==> src/rtl/led_pwm_pkg.sv <==
package led_pwm_pkg;

    // Per-channel output mode, encoded as written to the mode registers.
    typedef enum logic [1:0] {
        LM_OFF     = 2'd0,
        LM_ON      = 2'd1,
        LM_SOLO    = 2'd2,
        LM_GROUPED = 2'd3
    } led_mode_e;

    // Group counter pacing state.
    typedef enum logic {
        GS_DIM   = 1'b0,
        GS_BLINK = 1'b1
    } grp_state_e;

endpackage

==> src/rtl/led_base_timer.sv <==
module led_base_timer #(
    parameter int CNT_W = 8
) (
    input  logic             clk,
    input  logic             rst_n,
    output logic [CNT_W-1:0] phase,
    output logic             period_end
);

    logic [CNT_W-1:0] cnt_q;

    always_ff @(posedge clk or negedge rst_n) begin
        if (!rst_n) cnt_q <= '0;
        else        cnt_q <= cnt_q + 1'b1;
    end

    assign phase      = cnt_q;
    assign period_end = (cnt_q == '1);

endmodule

==> src/rtl/led_group_pwm.sv <==
module led_group_pwm
    import led_pwm_pkg::*;
#(
    parameter int CNT_W       = 8,
    parameter int DIM_TICKS   = 2,
    parameter int BLINK_TICKS = 16
) (
    input  logic             clk,
    input  logic             rst_n,
    input  logic             period_end,
    input  logic             blink_sel,
    input  logic [CNT_W-1:0] freq,
    input  logic [CNT_W-1:0] duty,
    output logic             grp_on
);

    localparam int PRE_W = CNT_W + $clog2(BLINK_TICKS + DIM_TICKS + 1) + 1;

    grp_state_e       state_q, state_d;
    logic [PRE_W-1:0] pre_q, lim;
    logic [CNT_W-1:0] gcnt_q;

    assign state_d = blink_sel ? GS_BLINK : GS_DIM;

    // State register
    always_ff @(posedge clk or negedge rst_n) begin
        if (!rst_n) state_q <= GS_DIM;
        else        state_q <= state_d;
    end

    // Output / limit selection per state
    always_comb begin
        unique case (state_q)
            GS_DIM:   lim = PRE_W'(DIM_TICKS - 1);
            GS_BLINK: lim = (PRE_W'(freq) + PRE_W'(1)) * PRE_W'(BLINK_TICKS) - PRE_W'(1);
            default:  lim = '0;
        endcase
    end

    always_ff @(posedge clk or negedge rst_n) begin
        if (!rst_n) begin
            pre_q  <= '0;
            gcnt_q <= '0;
        end else if (state_q != state_d) begin
            pre_q  <= '0;
            gcnt_q <= '0;
        end else if (period_end) begin
            if (pre_q >= lim) begin
                pre_q  <= '0;
                gcnt_q <= gcnt_q + 1'b1;
            end else begin
                pre_q  <= pre_q + 1'b1;
            end
        end
    end

    assign grp_on = (gcnt_q < duty);

    // the group counter only moves at a frame end or on a state change
    assert_hold_between_ticks_R5: assert property (@(posedge clk) disable iff (!rst_n)
        (!period_end && state_q == state_d) |=> $stable(gcnt_q));

    // a state change restarts the group counter
    assert_switch_clears_R7: assert property (@(posedge clk) disable iff (!rst_n)
        (state_q != state_d) |=> (gcnt_q == '0));

endmodule

==> src/rtl/led_channel.sv <==
module led_channel
    import led_pwm_pkg::*;
#(
    parameter int CNT_W = 8
) (
    input  logic             clk,
    input  logic             rst_n,
    input  led_mode_e        mode,
    input  logic [CNT_W-1:0] bright,
    input  logic [CNT_W-1:0] phase,
    input  logic             grp_on,
    input  logic             enable,
    output logic             led
);

    logic solo_on, next_on;

    assign solo_on = (phase < bright);

    always_comb begin
        unique case (mode)
            LM_OFF:     next_on = 1'b0;
            LM_ON:      next_on = 1'b1;
            LM_SOLO:    next_on = solo_on;
            LM_GROUPED: next_on = solo_on && grp_on;
            default:    next_on = 1'b0;
        endcase
    end

    always_ff @(posedge clk or negedge rst_n) begin
        if (!rst_n) led <= 1'b0;
        else        led <= enable && next_on;
    end

    assert_mode_off_R3: assert property (@(posedge clk) disable iff (!rst_n)
        (mode == LM_OFF) |=> !led);

    assert_mode_on_R3: assert property (@(posedge clk) disable iff (!rst_n)
        (mode == LM_ON && enable) |=> led);

    assert_zero_bright_R2: assert property (@(posedge clk) disable iff (!rst_n)
        (mode == LM_SOLO && bright == '0) |=> !led);

    assert_group_gate_R4: assert property (@(posedge clk) disable iff (!rst_n)
        (mode == LM_GROUPED && !grp_on) |=> !led);

    assert_oe_forces_off_R8: assert property (@(posedge clk) disable iff (!rst_n)
        !enable |=> !led);

endmodule

==> src/rtl/led_pwm_engine.sv <==
module led_pwm_engine
    import led_pwm_pkg::*;
#(
    parameter int NUM_CH      = 24,
    parameter int CNT_W       = 8,
    parameter int DIM_TICKS   = 2,
    parameter int BLINK_TICKS = 16,
    parameter int ADDR_W      = $clog2(2 * NUM_CH + 3)
) (
    input  logic              clk,
    input  logic              rst_n,
    input  logic              oe_n,
    input  logic              wr_en,
    input  logic [ADDR_W-1:0] wr_addr,
    input  logic [CNT_W-1:0]  wr_data,
    output logic [NUM_CH-1:0] led_on
);

    localparam logic [ADDR_W-1:0] A_GDUTY = ADDR_W'(2 * NUM_CH);
    localparam logic [ADDR_W-1:0] A_FREQ  = ADDR_W'(2 * NUM_CH + 1);
    localparam logic [ADDR_W-1:0] A_CTRL  = ADDR_W'(2 * NUM_CH + 2);

    logic [CNT_W-1:0] phase;
    logic             period_end;
    logic             grp_on;
    logic [CNT_W-1:0] gduty_q, freq_q;
    logic             blink_q;

    // Shared registers (R1 reset values, R9 addresses)
    always_ff @(posedge clk or negedge rst_n) begin
        if (!rst_n) begin
            gduty_q <= '1;
            freq_q  <= '0;
            blink_q <= 1'b0;
        end else if (wr_en) begin
            if (wr_addr == A_GDUTY) gduty_q <= wr_data;
            if (wr_addr == A_FREQ)  freq_q  <= wr_data;
            if (wr_addr == A_CTRL)  blink_q <= wr_data[0];
        end
    end

    led_base_timer #(.CNT_W(CNT_W)) u_timer (
        .clk        (clk),
        .rst_n      (rst_n),
        .phase      (phase),
        .period_end (period_end)
    );

    led_group_pwm #(
        .CNT_W       (CNT_W),
        .DIM_TICKS   (DIM_TICKS),
        .BLINK_TICKS (BLINK_TICKS)
    ) u_group (
        .clk        (clk),
        .rst_n      (rst_n),
        .period_end (period_end),
        .blink_sel  (blink_q),
        .freq       (freq_q),
        .duty       (gduty_q),
        .grp_on     (grp_on)
    );

    for (genvar i = 0; i < NUM_CH; i++) begin : g_ch
        localparam logic [ADDR_W-1:0] A_BR = ADDR_W'(i);
        localparam logic [ADDR_W-1:0] A_MD = ADDR_W'(NUM_CH + i);

        logic [CNT_W-1:0] br_q;
        led_mode_e        md_q;

        always_ff @(posedge clk or negedge rst_n) begin
            if (!rst_n) begin
                br_q <= '0;
                md_q <= LM_SOLO;
            end else if (wr_en) begin
                if (wr_addr == A_BR) br_q <= wr_data;
                if (wr_addr == A_MD) md_q <= led_mode_e'(wr_data[1:0]);
            end
        end

        led_channel #(.CNT_W(CNT_W)) u_ch (
            .clk    (clk),
            .rst_n  (rst_n),
            .mode   (md_q),
            .bright (br_q),
            .phase  (phase),
            .grp_on (grp_on),
            .enable (!oe_n),
            .led    (led_on[i])
        );
    end

endmodule

==> config.mk <==
export PLATFORM = sky130hd
export DESIGN_NAME = led_pwm_engine
export DESIGN_NICKNAME = d
export VERILOG_FILES = /design/src/rtl/led_pwm_pkg.sv /design/src/rtl/led_base_timer.sv /design/src/rtl/led_group_pwm.sv /design/src/rtl/led_channel.sv /design/src/rtl/led_pwm_engine.sv
export SDC_FILE = /design/constraint.sdc
export NUM_CORES = 1
export LEC_CHECK = 0
export ABC_AREA = 1
export CORE_MARGIN = 3
export CORE_UTILIZATION = 35
export CTS_BUF_LIST = sky130_fd_sc_hd__clkbuf_8
export CTS_CLUSTER_DIAMETER = 80
export DETAILED_ROUTE_END_ITERATION = 8
export DONT_BUFFER_PORTS = 1
export PLACE_DENSITY = 0.55
export SYNTH_ARGS = -nofsm -noshare
export SYNTH_HDL_FRONTEND = slang
export SYNTH_SLANG_ARGS = --single-unit
==> constraint.sdc <==
create_clock -name clk -period 2.85 [get_ports clk]
set_clock_uncertainty 0.15 [all_clocks]
set_input_delay 0.285 -clock clk [delete_from_list [all_inputs] [get_ports clk]]
set_output_delay 0.285 -clock clk [all_outputs]
set_load 0.005 [all_outputs]
==> impl_metrics.json, run 1 <==
{
  "synth_top_area_cell": "dfrtp_1",
  "synthesis.nets": 2412,
  "fillerInstances": 5171,
  "critPathMaxFanout": 6,
  "clk_pin_slew_ns": 0.06,
  "power_mw": 12.1,
  "critPathSlowestCell": "dfrtp_1",
  "cp_slowest_stage_delay_ns": 0.41,
  "period_minus_slack_ns": 2.88,
  "port_buffers": 0,
  "pwr-share-comb_pct": 21.0,
  "synth_area_um2": 17900,
  "p_seq_share_pct": 44.4,
  "finalWorstSetupSlack_ns": -0.0320,
  "synthArstFlopShare_pct": 100,
  "r2r_slack_ns": -0.03,
  "stdcell_area_um2": 20500,
  "worstMarginPinSlew_ns": 0.899,
  "cp.required_ns": 3.23,
  "p_int_mw": 8.31,
  "wirelength_um": 47300,
  "ctsHoldBuffers": 42,
  "yosysWarningCount": 0,
  "synth_commonest_cells": "704 x nand2_1, 344 x inv_1, 280 x dfrtp_1, 193 x ha_1, 169 x o21ai_0",
  "crit-reg2reg-launch": "freq_q[0]",
  "dp.cells": 2836,
  "start_util_pct": 35.5,
  "yosysMostFrequentCell": "nand2_1",
  "antenna_found_initial": 3,
  "grt_max_degree": 313,
  "vias": 14200,
  "yosys.area.top_type_share_pct": 39.2,
  "yosysUniqueCellTypes": 42,
  "wl_per_cell_um": 15.8,
  "cellPowerDensity_nw_per_um2": 593,
  "place_area_um2": 18600,
  "ys_seq_elements": 312,
  "dpl.hpwl_um": 29700,
  "antenna_left": 0,
  "viasPerCell": 4.75,
  "fp.dieArea_um2": 53800,
  "cts.sinks": 312,
  "drc": 0,
  "maxSlewViolCount": 0,
  "grt_first_pass_wirelength_um": 75800,
  "final_layout_size_suffix_gt1_share_pct": 11.2,
  "drtIter0Drc": 851,
  "cts-buffers-inserted": 57,
  "yosys-top-cells-area": "dfrtp_1 39%, nand2_1 15%, ha_1 14%, inv_1 7.2%, o21ai_0 4.7%",
  "hold_viol": 312,
  "finalSetupViolations": 8,
  "ir_worst_vdd_mv": 0.387,
  "worstPathArrival_ns": 3.26,
  "syn_area_per_cell_um2": 8.12,
  "die_y_um": 232,
  "layout.nets": 2481,
  "synth-edff-count": 0,
  "period_share_pct": 101,
  "violations": "hold timing, setup timing",
  "clk_path_buf_depth": 3,
  "p_leak_nw": 10.2,
  "swShare_pct": 31.6,
  "hp-class": "input pin to async pin",
  "synth_ff_type": "dfrtp_1",
  "die_w_um": 232,
  "io_pins": 42,
  "fmax_mhz": 347,
  "gp_congestion": 0.811,
  "critPathKind": "flop to flop",
  "num_rows": 82,
  "switching_power_mw": 3.83,
  "firstDrtPassIters": 5,
  "htree_levels": 2,
  "cp-end-kind": "flop",
  "status": "finished, violations left",
  "cts_tree": "done",
  "start_kind": "flop",
  "root_buffer": "clkbuf_8",
  "r2r-end": "u_group.gcnt_q[0]",
  "synth_cells": 2201,
  "rsz0062_at_grt": "true",
  "grt_pass1_vias": 13900,
  "syn2layout_area_growth_pct": 14.5,
  "grt_usage_pct": 17.9,
  "stdcell_count": 2991,
  "overflow": 0,
  "clkPwrFrac_pct": 34.6,
  "ys_seq_area_share_pct": 43.9,
  "clk-insertion-delay-late_ns": 0.67,
  "r2r_cells": 17,
  "relSlewSlack_pct": 40.0,
  "crit_path_cell_trace": "buf_6, nand3_4, xor2_4, buf_4, buf_4, a31oi_1, o21ai_0, ha_1, nand2_2, nor2_1, o21ai_1, nand2_1, nor2_4, nand2_4, buf_6, nand3_1, nand2_1",
  "core_um2": 50300,
  "final_util_pct": 40.7,
  "holdWs_ns": -0.741,
  "maxCapViolations": 0
}
==> critical path: cells and delay by family, from the launching register on <==
kind	cells	cell delay [ns]
AO/OA/AOI/OAI	3	0.40
XOR/XNOR	1	0.22
adder cells (fa/ha/maj)	1	0.31
buffers and inverters	4	0.58
flip-flops	1	0.41
AND/OR/NAND/NOR	8	0.73
==> logic make-up (layout without fill, tap and decap cells) <==
logic type / after synthesis / in the layout / share of synthesized area (%)
AND/OR/NAND/NOR: 852 / 853 / 19.6
buffers and inverters: 437 / 551 / 10.6
AO/OA/AOI/OAI: 393 / 393 / 11.6
flip-flops: 312 / 312 / 43.9
adder cells (fa/ha/maj): 193 / 193 / 13.5
XOR/XNOR: 14 / 14 / 0.791
other: 0 / 3 / 0
==> layout make-up <==
cell class / count / area [µm²] / area share (%)
Clock inverter: 38 / 203 / 0.990
Tap cell: 672 / 841 / 4.11
Sequential cell: 312 / 7850 / 38.3
Clock buffer: 67 / 922 / 4.51
Inverter: 350 / 1310 / 6.42
Timing Repair Buffer: 96 / 897 / 4.38
Antenna cell: 3 / 7.51 / 0.0367
Multi-Input combinational cell: 1453 / 8440 / 41.2
==> what timing repair did <==
action | 4_1_cts | 5_1_grt
buffers inserted | 1 | 2
endpoints found under the setup margin | 15 | 23
pin swaps | 4 | 33
cloned | 0 | 2
gates resized for setup | 8 | 59
hold endpoints to repair | 493 | 312
==> power by group through the flow <==
stage          Clock (mW)  Combinational (mW)  Sequential, mW
2_1_floorplan           0                1.78            5.35
3_3_place_gp            0                2.20            5.44
3_5_place_dp            0                2.28            5.45
4_1_cts              4.35                2.39            5.39
5_1_grt              4.56                2.96            5.47
6_report             4.20                2.55            5.39
==> routing by layer <==
layer	global-route usage (%)	vias to the layer above	part of all wire, %
met5	0	-	0.015
met4	5.54	2	2.3
met3	3.58	86	5.1
met2	29.3	275	46
met1	23.9	6745	47
li1	-	7106	-
==> state kept, by name (all words and copies together), names as in the netlist <==
signal           count
u_group.state_q      1
g_ch.md_q           48
u_group.pre_q       14
gduty_q              8
freq_q               8
u_group.gcnt_q       8
u_timer.phase        8
blink_q              1
g_ch.br_q          192
g_ch.u_ch.led       24
==> cell usage in the layout, fill, tap and decap left out, drive strengths merged, types with 24 or more instances in the layout <==
master and n:
nor2 55, o21ai 265, ha 193, nand3 51, dlygate4sd3 41, a21oi 96
inv 375, a211oi 24, dfrtp 280, dfstp 32, nand2 721, buf 55
clkbuf 67
==> stage by stage <==
| stage | TNS, ns | hold WS, ns | setup WS [ns] |
|---|---|---|---|
| 6_report | -0.122 | -0.741 | -0.0320 |
| 5_1_grt | -3.71 | -0.805 | -0.213 |
| 4_1_cts | 0 | -0.829 | 0.00271 |
| 3_5_place_dp | -1.63 | -0.116 | -0.125 |
| 3_3_place_gp | -0.638 | -0.116 | -0.0496 |
| 2_1_floorplan | 0 | -0.161 | 0.0186 |
==> worst max-delay path by stage <==
stage	start	slack, ns	to
floorplan	freq_q[0]	0.02	u_group.gcnt_q[6]
finish	freq_q[0]	-0.03	u_group.gcnt_q[0]
CTS	freq_q[0]	0.003	u_group.pre_q[6]
global placement	freq_q[1]	-0.05	u_group.gcnt_q[6]
detailed placement	freq_q[0]	-0.12	u_group.gcnt_q[0]
global route	freq_q[0]	-0.21	u_group.gcnt_q[0]
Power figures use the tool's default switching activity.
==> run 2, diff against run 1 <==
--- a/config.mk
+++ b/config.mk
@@ -6,6 +6,7 @@
 export NUM_CORES = 1
 export LEC_CHECK = 0
 export ABC_AREA = 1
+export ABC_CLOCK_PERIOD_IN_PS = 2850
 export CORE_MARGIN = 3
 export CORE_UTILIZATION = 35
 export CTS_BUF_LIST = sky130_fd_sc_hd__clkbuf_8
==> results of run 2 <==
Final layout, timing and power as in run 1 (identical DEF).
==> run 3, diff against run 2 <==
--- a/config.mk
+++ b/config.mk
@@ -9,7 +9,6 @@
 export ABC_CLOCK_PERIOD_IN_PS = 2850
 export CORE_MARGIN = 3
 export CORE_UTILIZATION = 35
-export CTS_BUF_LIST = sky130_fd_sc_hd__clkbuf_8
 export CTS_CLUSTER_DIAMETER = 80
 export DETAILED_ROUTE_END_ITERATION = 8
 export DONT_BUFFER_PORTS = 1
==> impl_metrics.json, run 3 (synthesized netlist as in run 1, its figures left out) <==
{
  "grt_max_degree": 313,
  "overflow": 0,
  "period_minus_slack_ns": 2.87,
  "die_w_um": 232,
  "setup.worst_path.start": "freq_q[1]",
  "vias": 14000,
  "maxCapViolations": 0,
  "drc": 0,
  "largest-register": "g_ch.br_q",
  "firstDrtPassIters": 5,
  "dpl.hpwl_um": 29700,
  "violations": "hold timing, setup timing",
  "gp_congestion": 0.811,
  "grt_first_pass_wirelength_um": 75300,
  "cp.required_ns": 3.15,
  "top_regs": "g_ch.br_q: 192 flops, g_ch.md_q: 48 flops, g_ch.u_ch.led: 24 flops",
  "crit-reg2reg-launch": "freq_q[1]",
  "rsz0062_at_grt": "true",
  "root_buffer": "clkbuf_16",
  "clk_pin_slew_ns": 0.06,
  "antenna_found_initial": 0,
  "largest_register_ff_count": 192,
  "holdWs_ns": -0.667,
  "cp-end-kind": "flop",
  "cellPowerDensity_nw_per_um2": 639,
  "stdcell_area_um2": 20500,
  "start_util_pct": 35.5,
  "hold_viol": 313,
  "finalSetupViolations": 4,
  "ctsHoldBuffers": 21,
  "final_cell_mix": "690 x nand2_1, 337 x inv_1, 279 x dfrtp_1",
  "start_kind": "flop",
  "final_layout_size_suffix_gt1_share_pct": 10.8,
  "syn2layout_area_growth_pct": 14.7,
  "clk_path_buf_depth": 3,
  "viasPerCell": 4.76,
  "critPathKind": "flop to flop",
  "fmax_mhz": 348,
  "place_area_um2": 18600,
  "cts.sinks": 312,
  "final_util_pct": 40.8,
  "num_rows": 82,
  "fillerInstances": 5128,
  "core_um2": 50300,
  "io_pins": 42,
  "antenna_left": 0,
  "ir_worst_vdd_mv": 0.488,
  "critPathMaxFanout": 6,
  "grt_usage_pct": 17.8,
  "antenna_cells": 0,
  "cts-buffers-inserted": 39,
  "grt_pass1_vias": 13700,
  "cts_tree": "done",
  "hp-class": "input pin to async pin",
  "relSlewSlack_pct": 40.4,
  "status": "finished, violations left",
  "die_y_um": 232,
  "clk-insertion-delay-late_ns": 0.56,
  "finalWorstSetupSlack_ns": -0.0233,
  "layout_commonest_cell": "nand2_1",
  "maxSlewViolCount": 0,
  "period_share_pct": 101,
  "wl_per_cell_um": 16.0,
  "port_buffers": 0,
  "p_leak_nw": 10.1,
  "wirelength_um": 47000,
  "worstMarginPinSlew_ns": 0.894,
  "fp.dieArea_um2": 53800,
  "layout.nets": 2443,
  "worstPathArrival_ns": 3.17,
  "htree_levels": 2,
  "drtIter0Drc": 1000
}
run 3: through the flow:
step	total power, mW	worst slack, ns	hold slack [ns]	TNS (ns)	cells
floorplan	7.13	0.0186	-0.161	0	2201
global placement	7.65	-0.0496	-0.116	-0.638	2836
detailed placement	7.73	-0.125	-0.116	-1.63	2836
CTS	13.1	0.000210	-0.710	0	2931
global route	13.9	-0.249	-0.705	-4.63	2935
finish	13.1	-0.0233	-0.667	-0.0425	2935
run 3: final timing paths:
check / endpoint / slack (ns) / cells after the start
hold reg to reg: gduty_q[7] / 0.32 / 2
setup / recovery: u_group.gcnt_q[7] / -0.02 / 16
min in group clk: g_ch[6].br_q[5] / 0 / 2
setup reg to reg: u_group.gcnt_q[7] / -0.02 / 16
max in group asynchronous: g_ch[5].md_q[1] / 2.79 / 0
hold / removal: g_ch[18].u_ch.led / -0.67 / 0
run 3: area by class of cell:
cell class	count	area [µm²]	area share, %
multi-input combinational	1453	8430	41.1
clock inverter	9	119	0.580
inverter	350	1310	6.41
clock buffer	63	1250	6.09
timing repair buffer	76	694	3.39
sequential	312	7850	38.3
tap	672	841	4.10
run 3: repair_timing:
item | 4_1_cts | 5_1_grt
setup buffers | 2 | 3
gates cloned | 0 | 2
pin swaps | 6 | 36
gates resized for setup | 7 | 60
endpoints found under the hold margin | 383 | 312
setup endpoints to repair | 19 | 22
run 3: routing by layer:
layer | GRT usage, % | vias up | part of all wire (%)
met3 | 3.46 | 79 | 5.7
met1 | 23.7 | 6603 | 46
met2 | 29.4 | 272 | 46
met4 | 5.27 | 0 | 2.4
met5 | 0 | - | 0
li1 | - | 7015 | -
run 3: critical path, cell delays in order (launching register included):
cell	delay, ns
dfrtp_1	0.38
buf_4	0.15
nand3_4	0.12
nor3_4	0.16
xor2_1	0.20
inv_1	0.12
a21oi_2	0.15
o21ai_1	0.08
ha_1	0.32
a21o_1	0.18
o21ai_1	0.11
nand2_1	0.10
nor2_4	0.15
nand2_4	0.11
buf_6	0.16
nand3_1	0.08
nand2_1	0.05
run 3: power breakdown:
group / internal [mW] / switching, mW
logic: 1.01 / 1.50
registers: 5.04 / 0.350
clock network: 3.19 / 2.00
total: 9.24 / 3.85
